**config.mk**
```make
export PLATFORM = sky130hd
export DESIGN_NAME = pcm_serial_port
export DESIGN_NICKNAME = d
export VERILOG_FILES = /design/src/rtl/pcm_port_pkg.sv /design/src/rtl/pcm_sync.sv /design/src/rtl/pcm_frame_fsm.sv /design/src/rtl/pcm_tx_path.sv /design/src/rtl/pcm_serial_port.sv
export SDC_FILE = /design/constraint.sdc
export NUM_CORES = 1
export LEC_CHECK = 0
export CAP_MARGIN = 20
export CELL_PAD_IN_SITES_DETAIL_PLACEMENT = 1
export CELL_PAD_IN_SITES_GLOBAL_PLACEMENT = 1
export CORE_MARGIN = 2
export CORE_UTILIZATION = 45
export DETAILED_ROUTE_END_ITERATION = 6
export GPL_TIMING_DRIVEN = 1
export PLACE_DENSITY = 0.9
export SYNTH_ARGS = -nofsm -noshare
export SYNTH_HDL_FRONTEND = slang
export SYNTH_SLANG_ARGS = --single-unit
export TNS_END_PERCENT = 20
```
**constraint.sdc**
```tcl
create_clock -name clk -period 2.15 [get_ports clk]
set_input_delay 0.43 -clock clk [delete_from_list [all_inputs] [get_ports clk]]
set_output_delay 0.43 -clock clk [all_outputs]
set_load 0.02 [all_outputs]
```
**src/rtl/pcm_port_pkg.sv**
```systemverilog
package pcm_port_pkg;

    typedef enum logic [1:0] {
        ST_IDLE,
        ST_MARK,
        ST_SHIFT
    } frame_state_e;

endpackage

```
**src/rtl/pcm_sync.sv**
```systemverilog
module pcm_sync #(
    parameter int STAGES = 2,
    parameter int WIDTH  = 3
) (
    input  logic             clk,
    input  logic             rst_n,
    input  logic [WIDTH-1:0] async_in,
    output logic [WIDTH-1:0] sync_out
);

    logic [WIDTH-1:0] stage_q [STAGES];

    generate
        for (genvar s = 0; s < STAGES; s++) begin : g_stage
            if (s == 0) begin : g_first
                always_ff @(posedge clk or negedge rst_n) begin
                    if (!rst_n) stage_q[s] <= '0;
                    else        stage_q[s] <= async_in;
                end
            end else begin : g_next
                always_ff @(posedge clk or negedge rst_n) begin
                    if (!rst_n) stage_q[s] <= '0;
                    else        stage_q[s] <= stage_q[s-1];
                end
            end
        end
    endgenerate

    assign sync_out = stage_q[STAGES-1];

endmodule

```
**src/rtl/pcm_frame_fsm.sv**
```systemverilog
module pcm_frame_fsm
    import pcm_port_pkg::*;
#(
    parameter int SAMPLE_W = 16
) (
    input  logic                clk,
    input  logic                rst_n,
    input  logic                bypass,
    input  logic                mclk_s,
    input  logic                fs_s,
    input  logic                din_s,
    output logic                accept,
    output logic                shift_rise,
    output logic [SAMPLE_W-1:0] rx_data,
    output logic                rx_valid,
    output logic                frame_err
);

    localparam int CNT_W = $clog2(SAMPLE_W);
    localparam logic [CNT_W-1:0] LAST_BIT = CNT_W'(SAMPLE_W - 1);

    frame_state_e state_q, state_n;

    logic                mclk_d, fs_d;
    logic                mclk_fall, mclk_rise, fs_rise, fs_fall;
    logic [1:0]          falls_q, falls_now;
    logic [CNT_W-1:0]    bit_cnt_q;
    logic [SAMPLE_W-2:0] rx_sh_q;
    logic                bad_mark, bit_take, last_bit;

    assign mclk_fall = mclk_d & ~mclk_s;
    assign mclk_rise = ~mclk_d & mclk_s;
    assign fs_rise   = ~fs_d & fs_s;
    assign fs_fall   = fs_d & ~fs_s;

    assign falls_now = (mclk_fall && falls_q != 2'd2) ? falls_q + 2'd1 : falls_q;

    assign accept     = (state_q == ST_MARK) && !bypass && fs_fall && (falls_now == 2'd1);
    assign bad_mark   = (state_q == ST_MARK) && !bypass && fs_fall && (falls_now != 2'd1);
    assign bit_take   = (state_q == ST_SHIFT) && !bypass && !fs_rise && mclk_fall;
    assign last_bit   = bit_take && (bit_cnt_q == LAST_BIT);
    assign shift_rise = (state_q == ST_SHIFT) && !bypass && mclk_rise;

    always_comb begin
        state_n = state_q;
        unique case (state_q)
            ST_IDLE: begin
                if (!bypass && fs_rise) state_n = ST_MARK;
            end
            ST_MARK: begin
                if (bypass)        state_n = ST_IDLE;
                else if (fs_fall)  state_n = (falls_now == 2'd1) ? ST_SHIFT : ST_IDLE;
            end
            ST_SHIFT: begin
                if (bypass)        state_n = ST_IDLE;
                else if (fs_rise)  state_n = ST_MARK;
                else if (last_bit) state_n = ST_IDLE;
            end
            default: state_n = ST_IDLE;
        endcase
    end

    always_ff @(posedge clk or negedge rst_n) begin
        if (!rst_n) state_q <= ST_IDLE;
        else        state_q <= state_n;
    end

    always_ff @(posedge clk or negedge rst_n) begin
        if (!rst_n) begin
            mclk_d    <= 1'b0;
            fs_d      <= 1'b0;
            falls_q   <= '0;
            bit_cnt_q <= '0;
            rx_sh_q   <= '0;
            rx_data   <= '0;
            rx_valid  <= 1'b0;
            frame_err <= 1'b0;
        end else begin
            mclk_d    <= mclk_s;
            fs_d      <= fs_s;
            rx_valid  <= last_bit;
            frame_err <= frame_err | bad_mark;
            if (state_n == ST_MARK && state_q != ST_MARK) begin
                falls_q <= '0;
            end else if (state_q == ST_MARK) begin
                falls_q <= falls_now;
            end
            if (accept) begin
                bit_cnt_q <= '0;
            end else if (bit_take) begin
                bit_cnt_q <= bit_cnt_q + 1'b1;
                rx_sh_q   <= {rx_sh_q[SAMPLE_W-3:0], din_s};
            end
            if (last_bit) rx_data <= {rx_sh_q, din_s};
        end
    end

    p_rx_valid_pulse_r3: assert property (@(posedge clk) disable iff (!rst_n)
        rx_valid |=> !rx_valid);

    p_rx_after_fall_r3: assert property (@(posedge clk) disable iff (!rst_n)
        $rose(rx_valid) |-> $past(mclk_fall));

    p_err_sticky_r8: assert property (@(posedge clk) disable iff (!rst_n)
        frame_err |=> frame_err);

    p_err_cause_r6: assert property (@(posedge clk) disable iff (!rst_n)
        $rose(frame_err) |-> ($past(state_q) == ST_MARK) && $past(fs_fall));

    p_bypass_quiet_r9: assert property (@(posedge clk) disable iff (!rst_n)
        bypass |=> !rx_valid && state_q == ST_IDLE);

    p_shift_entry_r2: assert property (@(posedge clk) disable iff (!rst_n)
        (state_q == ST_SHIFT && $past(state_q) != ST_SHIFT) |-> $past(fs_fall));

endmodule

```
**src/rtl/pcm_tx_path.sv**
```systemverilog
module pcm_tx_path #(
    parameter int SAMPLE_W = 16
) (
    input  logic                clk,
    input  logic                rst_n,
    input  logic [SAMPLE_W-1:0] tx_data,
    input  logic                tx_we,
    input  logic                load,
    input  logic                shift_rise,
    output logic                tx_bit,
    output logic                tx_req
);

    localparam int SENT_W = $clog2(SAMPLE_W + 1);
    localparam logic [SENT_W-1:0] ALL_SENT = SENT_W'(SAMPLE_W);

    logic [SAMPLE_W-1:0] pend_q, sh_q, word;
    logic                fresh_q;
    logic [SENT_W-1:0]   sent_q;

    assign word = fresh_q ? pend_q : '0;

    always_ff @(posedge clk or negedge rst_n) begin
        if (!rst_n) begin
            pend_q  <= '0;
            fresh_q <= 1'b0;
            sh_q    <= '0;
            sent_q  <= ALL_SENT;
            tx_bit  <= 1'b0;
            tx_req  <= 1'b0;
        end else begin
            tx_req <= load;
            if (tx_we) begin
                pend_q  <= tx_data;
                fresh_q <= 1'b1;
            end else if (load) begin
                fresh_q <= 1'b0;
            end
            if (load) begin
                tx_bit <= word[SAMPLE_W-1];
                sh_q   <= word << 1;
                sent_q <= SENT_W'(1);
            end else if (shift_rise && sent_q < ALL_SENT) begin
                tx_bit <= sh_q[SAMPLE_W-1];
                sh_q   <= sh_q << 1;
                sent_q <= sent_q + 1'b1;
            end
        end
    end

    p_tx_req_pulse_r2: assert property (@(posedge clk) disable iff (!rst_n)
        tx_req |=> !tx_req);

    p_sent_bound_r4: assert property (@(posedge clk) disable iff (!rst_n)
        sent_q <= ALL_SENT);

    p_req_follows_load_r5: assert property (@(posedge clk) disable iff (!rst_n)
        load |=> tx_req && !fresh_q || $past(tx_we));

endmodule

```
**src/rtl/pcm_serial_port.sv**
```systemverilog
module pcm_serial_port #(
    parameter int SAMPLE_W    = 16,
    parameter int SYNC_STAGES = 2
) (
    input  logic                clk,
    input  logic                rst_n,
    input  logic                pcm_mclk,
    input  logic                pcm_fs,
    input  logic                pcm_din,
    output logic                pcm_dout,
    input  logic                bypass,
    output logic                core_stop,
    output logic [SAMPLE_W-1:0] rx_data,
    output logic                rx_valid,
    input  logic [SAMPLE_W-1:0] tx_data,
    input  logic                tx_we,
    output logic                tx_req,
    output logic                frame_err
);

    logic [2:0] line_s;
    logic       accept, shift_rise, tx_bit;

    pcm_sync #(
        .STAGES (SYNC_STAGES),
        .WIDTH  (3)
    ) u_sync (
        .clk      (clk),
        .rst_n    (rst_n),
        .async_in ({pcm_mclk, pcm_fs, pcm_din}),
        .sync_out (line_s)
    );

    pcm_frame_fsm #(
        .SAMPLE_W (SAMPLE_W)
    ) u_fsm (
        .clk        (clk),
        .rst_n      (rst_n),
        .bypass     (bypass),
        .mclk_s     (line_s[2]),
        .fs_s       (line_s[1]),
        .din_s      (line_s[0]),
        .accept     (accept),
        .shift_rise (shift_rise),
        .rx_data    (rx_data),
        .rx_valid   (rx_valid),
        .frame_err  (frame_err)
    );

    pcm_tx_path #(
        .SAMPLE_W (SAMPLE_W)
    ) u_tx (
        .clk        (clk),
        .rst_n      (rst_n),
        .tx_data    (tx_data),
        .tx_we      (tx_we),
        .load       (accept),
        .shift_rise (shift_rise),
        .tx_bit     (tx_bit),
        .tx_req     (tx_req)
    );

    assign pcm_dout  = bypass ? pcm_din : tx_bit;
    assign core_stop = bypass;

    p_stop_quiet_r9: assert property (@(posedge clk) disable iff (!rst_n)
        core_stop |=> !tx_req);

endmodule

```
==> impl_metrics.yaml <==
status:
  result_of_the_run: "finished clean"
detailed_routing:
  route.final.wire_length_mm: 6.93
  first_iteration_detailed_routing_drc_count: 35
  detailroute.via_count: 2167
  count_of_unresolved_drc_violations_after_routing: 0
  viasPerCell: 5.18
  final_antenna_net_count: 0
  route.detailed.wl_per_inst_microns: 16.6
  drt-pass1-iter-count: 3
global_routing:
  initial_antenna_violation_count: 0
  grt_overflow_total: 0
  global_route_wire_length_before_repair_mm: 11.9
  grt_start_max_net_pins: 51
  grt_pass1_vias: 2382
  grtUsageTotal_pct: 18.0
logic_synthesis:
  post_synth.cell_area_avg_sq_um: 14.1
  postSynthRegisterBits: 88
  syn-instance-count: 251
  synth_sequential_area_ratio_pct: 62.1
  post_synth_num_cell_types: 39
  post-synth-top-area-cell: "sky130_fd_sc_hd__dfrtp_1"
  yosys_warnings: 0
  syn-cell-area_sq_mm: 0.00355
  post_synthesis_net_count: 277
  synth_edf_count: 0
  yosys_most_used_dff: "sky130_fd_sc_hd__dfrtp_1"
  synth_largest_type_area_fraction_pct: 61.4
  postSynth.asyncResetShare_pct: 100
  yosys-top-cells-area: "sky130_fd_sc_hd__dfrtp_1 (61%), sky130_fd_sc_hd__mux2_2 (11%), sky130_fd_sc_hd__mux2_1 (3.8%)"
power:
  power_per_cell_area_mw_per_mm2: 774
  worst_vdd_drop_mv: 0.625
  p_leak_nw: 2.08
  totalPowerFinal_mw: 3.43
placement:
  numPortBuffers: 43
  dp_cells: 402
  detailedPlacementHpwl_mm: 5.15
  place_worst_setup_slack_ns: -0.171
  routabilityCongestion: 0.775
die:
  placeableCoreArea_sq_mm: 0.00769
  placementRows: 32
  die_area_sq_mm: 0.00861
  start_util_pct: 46.1
  die_wd_microns: 92.8
  ioPinCount: 44
  die_height_microns: 92.8
clocking:
  post_cts_setup_buffer_count: 0
  cts_sinks: 88
  hold_fix_buffers_at_cts: 0
  numCtsBuffers: 9
  clock_tree_from_tritoncts: "done"
  cts.htree.levels: 3
  post_cts_resize_count: 1
  clkTransAtPathRegs_ns: 0.09
  clk_latency_ns: 0.36
  clockBufferDepth: 2
  clockRootBuffer: "sky130_fd_sc_hd__clkbuf_8"
cells_and_area:
  final_layout_size_suffix_gt1_share_pct: 24.7
  fin_cells: 418
  finalCoreUtilization_pct: 57.6
  n_fill_cell: 765
  num_antenna_cells: 0
  nNetsFinal: 337
  layout-area-overhead-vs-synth_pct: 24.8
timing:
  worst_pin_slew_ns: 0.639
  timing.final.crit_share_pct: 90.3
  max_freq_mhz: 515
  timing.final.crit_period_ns: 1.94
  minimum_setup_slack_in_the_final_design_ns: 0.208
  timing.setup.tns_ns: 0
  unrepaired_setup_endpoints_after_global_routing: "no"
  timing.slew.headroom_pct: 57.4
  timing_max_transition_violations_final: 0
  setup_violations: 0
  hold_viol_final: 0
  fin_worst_skew_ns: 0.00727
critical_path:
  path_class: "flop to flop"
  worst-endpoint-required_ns: 2.42
  cp_data_arrival_time_ns: 2.21
  critical_path_peak_fanout: 11
  critical_path.cell_chain: "inv_1 > ha_1 > nor3b_2 > mux2i_2 > buf_4 > nor2_4 > buf_12 > o21bai_1"
  endpoint_kind: "flop"
  worst_path_largest_cell_delay_ns: 0.42
  cp_top_family: "flip-flops"
  critical_path.slowest_cell: "sky130_fd_sc_hd__dfrtp_1"
  worstPathBufferInverterCount: 3
  cp-start-kind: "flop"
flow_run:
  max_cap_violations: 0
worst_hold_path:
  hold_path.class: "primary input to asynchronous set/reset pin"
## area by class of cell
| cell class | count | area, sq um | area share [%] |
|---|---|---|---|
| Inverter | 3 | 11.3 | 0.254 |
| Clock buffer | 11 | 141 | 3.19 |
| Multi-Input combinational cell | 148 | 1260 | 28.5 |
| Sequential cell | 88 | 2200 | 49.8 |
| Timing Repair Buffer | 61 | 627 | 14.2 |
| Clock inverter | 5 | 56.3 | 1.27 |
| Tap cell | 102 | 128 | 2.88 |
## worst paths after layout
kind,slack (ns),depth (start not counted),from,end
max in group asynchronous,1.51,2,rst_n,u_tx.pend_q[12]
hold reg to reg,0.36,0,u_sync.stage_q[3],u_sync.sync_out[0]
setup reg to reg,0.21,8,u_fsm.falls_q[0],u_tx.fresh_q
hold / removal,0.09,1,rst_n,u_fsm.rx_valid
min in group clk,0.36,0,u_sync.stage_q[3],u_sync.sync_out[0]
setup / recovery,0.21,8,u_fsm.falls_q[0],u_tx.fresh_q
## per-stage QoR
| stage | instance area (sq um) | hold WS [ns] |
|---|---|---|
| 5_1_grt | 4430 | 0.134 |
| 3_5_place_dp | 4230 | 0.339 |
| 2_1_floorplan | 3550 | 0.134 |
| 3_3_place_gp | 4230 | 0.337 |
| 6_report | 4430 | 0.0879 |
| 4_1_cts | 4420 | 0.0992 |
## layout by cell type (no fill, tap or decap), types with 2 or more instances in the layout
| cell | netlist | routed |
|---|---|---|
| sky130_fd_sc_hd__xor2_1 | 3 | 3 |
| sky130_fd_sc_hd__mux2i_1 | 12 | 12 |
| sky130_fd_sc_hd__clkdlybuf4s50_1 | 0 | 40 |
| sky130_fd_sc_hd__a21oi_1 | 2 | 2 |
| sky130_fd_sc_hd__nor2_1 | 6 | 6 |
| sky130_fd_sc_hd__buf_4 | 1 | 14 |
| sky130_fd_sc_hd__nor2b_1 | 4 | 4 |
| sky130_fd_sc_hd__nor2_4 | 2 | 2 |
| sky130_fd_sc_hd__and3_1 | 11 | 11 |
| sky130_fd_sc_hd__mux2_1 | 12 | 12 |
| sky130_fd_sc_hd__ha_1 | 3 | 3 |
| sky130_fd_sc_hd__nand2b_1 | 3 | 3 |
| sky130_fd_sc_hd__nand3_1 | 7 | 7 |
| sky130_fd_sc_hd__clkbuf_8 | 0 | 10 |
| sky130_fd_sc_hd__or3_1 | 3 | 3 |
| sky130_fd_sc_hd__inv_1 | 3 | 3 |
| sky130_fd_sc_hd__nand2_1 | 13 | 13 |
| sky130_fd_sc_hd__a221o_1 | 10 | 10 |
| sky130_fd_sc_hd__nor3b_2 | 2 | 2 |
| sky130_fd_sc_hd__dfrtp_1 | 87 | 87 |
| sky130_fd_sc_hd__o21ai_0 | 4 | 4 |
| sky130_fd_sc_hd__mux2_2 | 36 | 36 |
| sky130_fd_sc_hd__clkinv_2 | 0 | 2 |
| sky130_fd_sc_hd__buf_12 | 0 | 5 |
| sky130_fd_sc_hd__o22ai_1 | 2 | 2 |
## power by group
| part | total [mW] | leakage, nW | internal [mW] | switching (mW) |
|---|---|---|---|---|
| clock network | 1.15 | 0.0993 | 0.568 | 0.582 |
| logic | 0.380 | 0.839 | 0.207 | 0.173 |
| registers | 1.90 | 1.14 | 1.80 | 0.0999 |
| total | 3.43 | 2.08 | 2.57 | 0.854 |
## Yosys cell counts (2+ instances only)
| library cell | count |
|---|---|
| sky130_fd_sc_hd__nor2_1 | 6 |
| sky130_fd_sc_hd__xor2_1 | 3 |
| sky130_fd_sc_hd__buf_2 | 2 |
| sky130_fd_sc_hd__and3_1 | 11 |
| sky130_fd_sc_hd__nor2_4 | 2 |
| sky130_fd_sc_hd__or3_1 | 3 |
| sky130_fd_sc_hd__a221o_1 | 10 |
| sky130_fd_sc_hd__nand2b_1 | 3 |
| sky130_fd_sc_hd__buf_6 | 3 |
| sky130_fd_sc_hd__mux2_2 | 36 |
| sky130_fd_sc_hd__nand2_1 | 13 |
| sky130_fd_sc_hd__nor3b_2 | 2 |
| sky130_fd_sc_hd__nor2b_1 | 4 |
| sky130_fd_sc_hd__mux2i_1 | 12 |
| sky130_fd_sc_hd__o21ai_0 | 4 |
| sky130_fd_sc_hd__inv_1 | 3 |
| sky130_fd_sc_hd__a21oi_1 | 2 |
| sky130_fd_sc_hd__o22ai_1 | 2 |
| sky130_fd_sc_hd__ha_1 | 3 |
| sky130_fd_sc_hd__dfrtp_1 | 87 |
| sky130_fd_sc_hd__nand3_1 | 7 |
| sky130_fd_sc_hd__mux2_1 | 12 |
| sky130_fd_sc_hd__clkbuf_1 | 5 |
## state kept, by name (all words and copies together), names as in the netlist
register	flops
u_fsm.rx_data	16
u_tx.pend_q	16
u_fsm.rx_sh_q	15
u_tx.sh_q	15
u_tx.sent_q	5
u_fsm.bit_cnt_q	4
u_sync.stage_q	3
u_sync.sync_out	3
u_fsm.falls_q	2
u_fsm.state_q	2
u_fsm.frame_err	1
u_fsm.fs_d	1
u_fsm.mclk_d	1
u_fsm.rx_valid	1
u_tx.fresh_q	1
u_tx.tx_bit	1
u_tx.tx_req	1
## layer usage
layer / global-route usage, % / up-vias / routed length, microns
met1: 21.9 / 1098 / 2880
met4: 8.21 / 0 / 166
met5: 0 / - / 0
met2: 31.6 / 42 / 3720
li1: - / 1015 / -
met3: 2.77 / 12 / 170
## cells by family after synthesis
logic type | after synthesis | share of synthesized area (%)
flip-flops | 88 | 62.1
buffers and inverters | 15 | 2.40
multiplexers | 61 | 19.0
adder cells (fa/ha/maj) | 3 | 1.06
XOR/XNOR | 3 | 0.741
AND/OR/NAND/NOR | 57 | 9.49
AO/OA/AOI/OAI | 24 | 5.19
(Power assumes the default switching activity.)
